**config.mk**
```make
export PLATFORM = sky130hd
export DESIGN_NAME = read_strobe_gate
export DESIGN_NICKNAME = d
export VERILOG_FILES = /design/src/rtl/rsg_pkg.sv /design/src/rtl/rsg_req_stage.sv /design/src/rtl/rsg_en_core.sv /design/src/rtl/rsg_strobe_gate.sv /design/src/rtl/read_strobe_gate.sv
export SDC_FILE = /design/constraint.sdc
export NUM_CORES = 1
export LEC_CHECK = 0
export ABC_AREA = 0
export BUFFER_PORTS_ARGS = -buffer_cell sky130_fd_sc_hd__buf_4
export CORE_AREA = 2 2 39 41
export CTS_CLUSTER_DIAMETER = 40
export DETAILED_ROUTE_END_ITERATION = 16
export DIE_AREA = 0 0 41 43
export HOLD_SLACK_MARGIN = 0.06
export PLACE_DENSITY_LB_ADDON = 0.15
export SLEW_MARGIN = 20
export SYNTH_ARGS = -nofsm -noshare
export SYNTH_HDL_FRONTEND = slang
export SYNTH_SLANG_ARGS = --single-unit
```
**constraint.sdc**
```tcl
create_clock -name clk -period 0.8 [get_ports clk]
set_input_delay 0 -clock clk [delete_from_list [all_inputs] [get_ports clk]]
set_output_delay 0 -clock clk [all_outputs]
set_load 0.02 [all_outputs]
```
**src/rtl/rsg_pkg.sv**
```systemverilog
package rsg_pkg;

    typedef enum logic {
        PATH_STAGED = 1'b0,
        PATH_DIRECT = 1'b1
    } req_path_e;

    typedef struct packed {
        logic now_q;
        logic late_q;
    } en_pair_t;

    function automatic logic pick_source(req_path_e path, logic raw_req, logic staged_req);
        return (path == PATH_DIRECT) ? raw_req : staged_req;
    endfunction

    function automatic logic pair_enable(en_pair_t p);
        return p.now_q & p.late_q;
    endfunction

endpackage

```
**src/rtl/rsg_req_stage.sv**
```systemverilog
module rsg_req_stage
    import rsg_pkg::*;
(
    input  logic clk,
    input  logic rst,
    input  logic hr_tick_i,
    input  logic bypass_i,
    input  logic req_i,
    output logic hr_q_o,
    output logic src_o
);
    logic      hr_q;
    req_path_e path;

    always_ff @(posedge clk) begin
        if (rst)
            hr_q <= 1'b0;
        else if (hr_tick_i)
            hr_q <= req_i;
    end

    always_comb begin
        path  = bypass_i ? PATH_DIRECT : PATH_STAGED;
        src_o = pick_source(path, req_i, hr_q);
    end

    assign hr_q_o = hr_q;
endmodule

```
**src/rtl/rsg_en_core.sv**
```systemverilog
module rsg_en_core
    import rsg_pkg::*;
#(
    parameter int HALF_TICKS = 1
) (
    input  logic clk,
    input  logic rst,
    input  logic fr_tick_i,
    input  logic src_i,
    output logic fr_q_o,
    output logic en_o
);
    logic                  fr_q;
    logic [HALF_TICKS-1:0] dly_q;
    en_pair_t              pair;

    always_ff @(posedge clk) begin
        if (rst)
            fr_q <= 1'b0;
        else if (fr_tick_i)
            fr_q <= src_i;
    end

    for (genvar g = 0; g < HALF_TICKS; g++) begin : g_dly
        if (g == 0) begin : g_head
            always_ff @(posedge clk) begin
                if (rst) dly_q[0] <= 1'b0;
                else     dly_q[0] <= fr_q;
            end
        end else begin : g_tail
            always_ff @(posedge clk) begin
                if (rst) dly_q[g] <= 1'b0;
                else     dly_q[g] <= dly_q[g-1];
            end
        end
    end

    always_comb begin
        pair.now_q  = fr_q;
        pair.late_q = dly_q[HALF_TICKS-1];
        en_o        = pair_enable(pair);
    end

    assign fr_q_o = fr_q;
endmodule

```
**src/rtl/rsg_strobe_gate.sv**
```systemverilog
module rsg_strobe_gate #(
    parameter int STROBES = 1
) (
    input  logic [STROBES-1:0] dqs_i,
    input  logic               en_i,
    output logic [STROBES-1:0] gated_o
);
    for (genvar s = 0; s < STROBES; s++) begin : g_lane
        assign gated_o[s] = dqs_i[s] & en_i;
    end
endmodule

```
**src/rtl/read_strobe_gate.sv**
```systemverilog
module read_strobe_gate #(
    parameter int STROBES    = 1,
    parameter int HALF_TICKS = 1
) (
    input  logic               clk,
    input  logic               rst,
    input  logic               hr_tick_i,
    input  logic               fr_tick_i,
    input  logic               bypass_i,
    input  logic               req_i,
    input  logic [STROBES-1:0] dqs_i,
    output logic [STROBES-1:0] dqs_gated_o,
    output logic               dqs_en_o
);
    logic hr_q;
    logic src;
    logic fr_q;

    rsg_req_stage u_stage (
        .clk       (clk),
        .rst       (rst),
        .hr_tick_i (hr_tick_i),
        .bypass_i  (bypass_i),
        .req_i     (req_i),
        .hr_q_o    (hr_q),
        .src_o     (src)
    );

    rsg_en_core #(.HALF_TICKS(HALF_TICKS)) u_core (
        .clk       (clk),
        .rst       (rst),
        .fr_tick_i (fr_tick_i),
        .src_i     (src),
        .fr_q_o    (fr_q),
        .en_o      (dqs_en_o)
    );

    rsg_strobe_gate #(.STROBES(STROBES)) u_gate (
        .dqs_i   (dqs_i),
        .en_i    (dqs_en_o),
        .gated_o (dqs_gated_o)
    );
endmodule

```
Yosys cells after proc, flatten, opt, wreduce, memory -nomap -nowiden
Cells that the tools add are included.
- logic and storage cells: 7
- output and inout port bits: 2
- input bits: 7
- register bits after elaboration: 3
- mux-type cells: 2
- bitwise gates (word level): 2
- operators with widths (operator ; count):
    $and A1 B1 Y1 ; 2
    $mux W1 ; 2

Depth between registers and ports, before layout
- depth in word-level cells: 2
- depth in mapped cells: 2
- depth with buffers taken out: 2

By module
Synthesis repeated with hierarchy kept, for this count alone.
- cell total of the unflattened synthesis: 11
- area total of the unflattened synthesis: 121.4 um^2
- by module, submodules not included (module ; seq. area each (um^2) ; instances ; cells an instance ; area an instance (um^2)):
    rsg_en_core ; 40.0 ; 1 ; 6 ; 66.3
    rsg_req_stage ; 20.0 ; 1 ; 4 ; 48.8
    rsg_strobe_gate ; 0.0 ; 1 ; 1 ; 6.3

Least setup slack after synthesis
No wires, ideal clock.
- path kind: reg-to-reg
- start point: reg u_stage.hr_q, in the netlist u_stage.hr_q_o
- end point: reg u_core.fr_q, in the netlist u_core.fr_q_o
- slack: 0.163 ns
- buffers on the path: 0
- arrival time: 0.558 ns
- stages on the path, launching flop included: 3
- path through: dfxtp_1 > mux2i_1 > a211oi_2
- word-level cells in the longest chain between the ends: 1
- RTL lines (item ; RTL line ; text):
    start: declaration ; rsg_req_stage.sv:12 ; logic hr_q;
    start signal: assignment ; rsg_req_stage.sv:19 ; hr_q <= req_i;
    $mux W1 ; rsg_pkg.sv:14 ; return (path == PATH_DIRECT) ? raw_req : staged_req;
    end signal: assignment ; rsg_en_core.sv:21 ; fr_q <= src_i;
    end: declaration ; rsg_en_core.sv:13 ; logic fr_q;
No other way between the ends.
A chain may end at the register's enable or synchronous reset.

Worst setup path in the final report
- start point: reg u_core.fr_q, in the netlist u_core.fr_q_o
- end point: out dqs_gated_o
- word-level cells in the longest chain between the ends: 2
- RTL lines (item ; RTL line ; text):
    $and A1 B1 Y1 ; rsg_pkg.sv:18 ; return p.now_q & p.late_q;
    $and A1 B1 Y1 ; rsg_strobe_gate.sv:9 ; assign gated_o[s] = dqs_i[s] & en_i;
    end: declaration ; read_strobe_gate.sv:12 ; output logic [STROBES-1:0] dqs_gated_o,
No other way between the ends.

==> metrics.md <==
| Metric | Value |
|---|---|
| PortBufs | `8` |
| Vias per inst | `3.19` |
| Worst rel slew slack | `0.893` |
| Global route total overflow | `0` |
| Gpl congestion | `0.592` |
| Skew-Pair Late Insertion Delay | `230 ps` |
| Die span in x | `41 um` |
| Area of the multi-input gates | `67.6 um^2` |
| First-pass GRT wire length | `386 um` |
| Crit path launch | `u_core.fr_q_o$_SDFFE_PP0P_` |
| Min cycle time layout | `832 ps` |
| Drt total wl | `277 um` |
| Total number of vias | `137` |
| Fmax | `1200 MHz` |
| Initial antenna violation count | `0` |
| Reg2reg end | `u_core.fr_q_o$_SDFFE_PP0P_` |
| Failing checks | `negative setup slack` |
| Register area share after synthesis | `0.505` |
| Post-Syn Nets | `18` |
| TritonCTS clock tree | `built` |
| Clock root buffer | `clkbuf_4` |
| Initial core utilization | `0.0859` |
| Unrepaired setup endpoints after global routing | `true` |
| Placed cells | `35` |
| Worst Setup End Kind | `primary output` |
| Required @ worst endpoint | `800 ps` |
| Setup crit end | `dqs_gated_o` |
| Flops & latches, synth | `3` |
| Cells after Synth | `11` |
| Final setup viols | `2` |
| Core region area | `1380 um^2` |
| Clock buffer depth | `2` |
| Vias in the first global route | `119` |
| Syn_area_per_cell | `10.8 um^2` |
| R2R depth | `3` |
| 1st-pass router iterations | `3` |
| Total power | `502 uW` |
| Worst slew pin tran | `158 ps` |
| Final Util | `0.205` |
| CP Max Fanout | `3` |
| Power Dens Cells | `1770 nW/um^2` |
| Library cells used by synthesis | `7` |
| Largest net degree at the start of global routing | `4` |
| Critical Path AT | `830 ps` |
| Post-Syn Area | `119 um^2` |
| Setup slack after layout | `-31.6 ps` |
| Max-cap viol count | `0` |
| Final setup TNS | `-46.4 ps` |
| Ys Warns | `0` |
| Die H | `43 um` |
| Clk sink count | `3` |
| Clock Pin Slew Worst Setup and Hold Paths | `40 ps` |
| Total Routing Usage GR | `0.0431` |
| Min-delay worst type | `in -> reg` |
| Register Area | `62.6 um^2` |
| Dpl ws | `133 ps` |
| Share of cells above drive strength 1 | `0.593` |
| CTS buffer count | `3` |
| Layout Skew | `0.884 ps` |
| Fin crit share | `1.04` |
| Final net count | `35` |
| Die Area | `1760 um^2` |
| Antenna Nets Post-Route | `0` |
| # diodes | `0` |
| Status | `complete, but fails checks` |
| FP Rows | `14` |
| CP Class | `reg -> out` |
| Peak supply drop | `392 uV` |
| Lkg Pwr | `0.123 nW` |
| Routed len/inst | `6.44 um` |
| Final Max Tran Viols | `0` |
| DRC violations left | `0` |
| Post-Layout Cell Count | `43` |
| R2R setup slack | `70 ps` |
| Crit path launch type | `register` |
| FF-to-FF Start | `u_core.fr_q_o$_SDFFE_PP0P_` |
| Final hold vios | `0` |
| Layout area overhead | `139%` |
| CTS H-tree depth | `1` |
| 1st-iter DRT viols | `1` |
| Fillers | `168` |
| IO Pins | `9` |
## worst max-delay path, cell delays in order (launching register included)
cell and delay (ps):
dfxtp_2 320, and3_4 170, buf_6 110
## cell usage after synthesis (all sizes together)
| cell | count | area share |
|---|---|---|
| nor2 | 2 | 0.063 |
| dfxtp | 3 | 0.51 |
| a211oi | 1 | 0.11 |
| nor2b | 1 | 0.053 |
| mux2i | 2 | 0.17 |
| and3 | 1 | 0.053 |
| and2 | 1 | 0.053 |
## per-stage QoR
| step | cell area [um^2] | hold slack [ps] |
|---|---|---|
| after floorplan | 119 | 64.6 |
| after global placement | 199 | 183 |
| after detailed placement | 199 | 184 |
| after CTS | 287 | 160 |
| after global routing | 284 | 126 |
| final | 284 | 123 |
## cell type report
class,count,area share
repair buffers,12,0.379
flip-flops and latches,3,0.220
well taps,16,0.0705
multi-input cells,8,0.238
clock buffers,4,0.0925
## cell families after synthesis
family           share of synthesized area
flip-flops                           0.505
AND/OR/NAND/NOR                      0.221
multiplexers                         0.168
AO/OA/AOI/OAI                        0.105
## cells in the final DEF (no fill, tap or decap)
| cell | Yosys | final |
|---|---|---|
| dfxtp_2 | 0 | 2 |
| mux2i_1 | 2 | 1 |
| dfxtp_1 | 3 | 1 |
| and3_4 | 0 | 1 |
| clkbuf_1 | 0 | 1 |
| dlygate4sd3_1 | 0 | 4 |
| buf_4 | 0 | 6 |
| mux2i_2 | 0 | 1 |
| buf_6 | 0 | 2 |
| a211oi_2 | 1 | 1 |
| clkbuf_4 | 0 | 3 |
| and2_1 | 1 | 1 |
| nor2_1 | 2 | 2 |
| nor2b_1 | 1 | 1 |
## report_power, final
group / switching (mW) / leakage (nW) / internal [mW]
clock: 0.0806 / 0.0150 / 0.187
sequential: 0.00491 / 0.0255 / 0.161
combinational: 0.0210 / 0.0827 / 0.0478
## metal layers
layer / global-route usage / routed length, um
met4: 0.100 / 15
met3: 0.0314 / 7
met1: 0.0192 / 83
met5: 0 / 0
met2: 0.0500 / 171
## how the worst min path moves through the flow
stage                     startpoint                          to  depth (start not counted)
final                       bypass_i  u_core.fr_q_o$_SDFFE_PP0P_                          3
after floorplan                  rst  u_core.fr_q_o$_SDFFE_PP0P_                          1
after detailed placement         rst  u_core.fr_q_o$_SDFFE_PP0P_                          2
after CTS                   bypass_i  u_core.fr_q_o$_SDFFE_PP0P_                          3
after global placement           rst  u_core.fr_q_o$_SDFFE_PP0P_                          2
after global routing        bypass_i  u_core.fr_q_o$_SDFFE_PP0P_                          3
## what timing repair did
item	in CTS	in global routing
gates resized for setup	4	2
hold buffers	4	0
hold endpoints to repair	3	0
buffers inserted	1	0
pin swaps	0	1
endpoints found under the setup margin	2	3
## sequential cells by signal (all words and copies together), names as in the netlist
register and cells:
u_core.dly_q 1, u_stage.hr_q_o 1, u_core.fr_q_o 1
No activity file was read; power rests on OpenSTA's default activity.
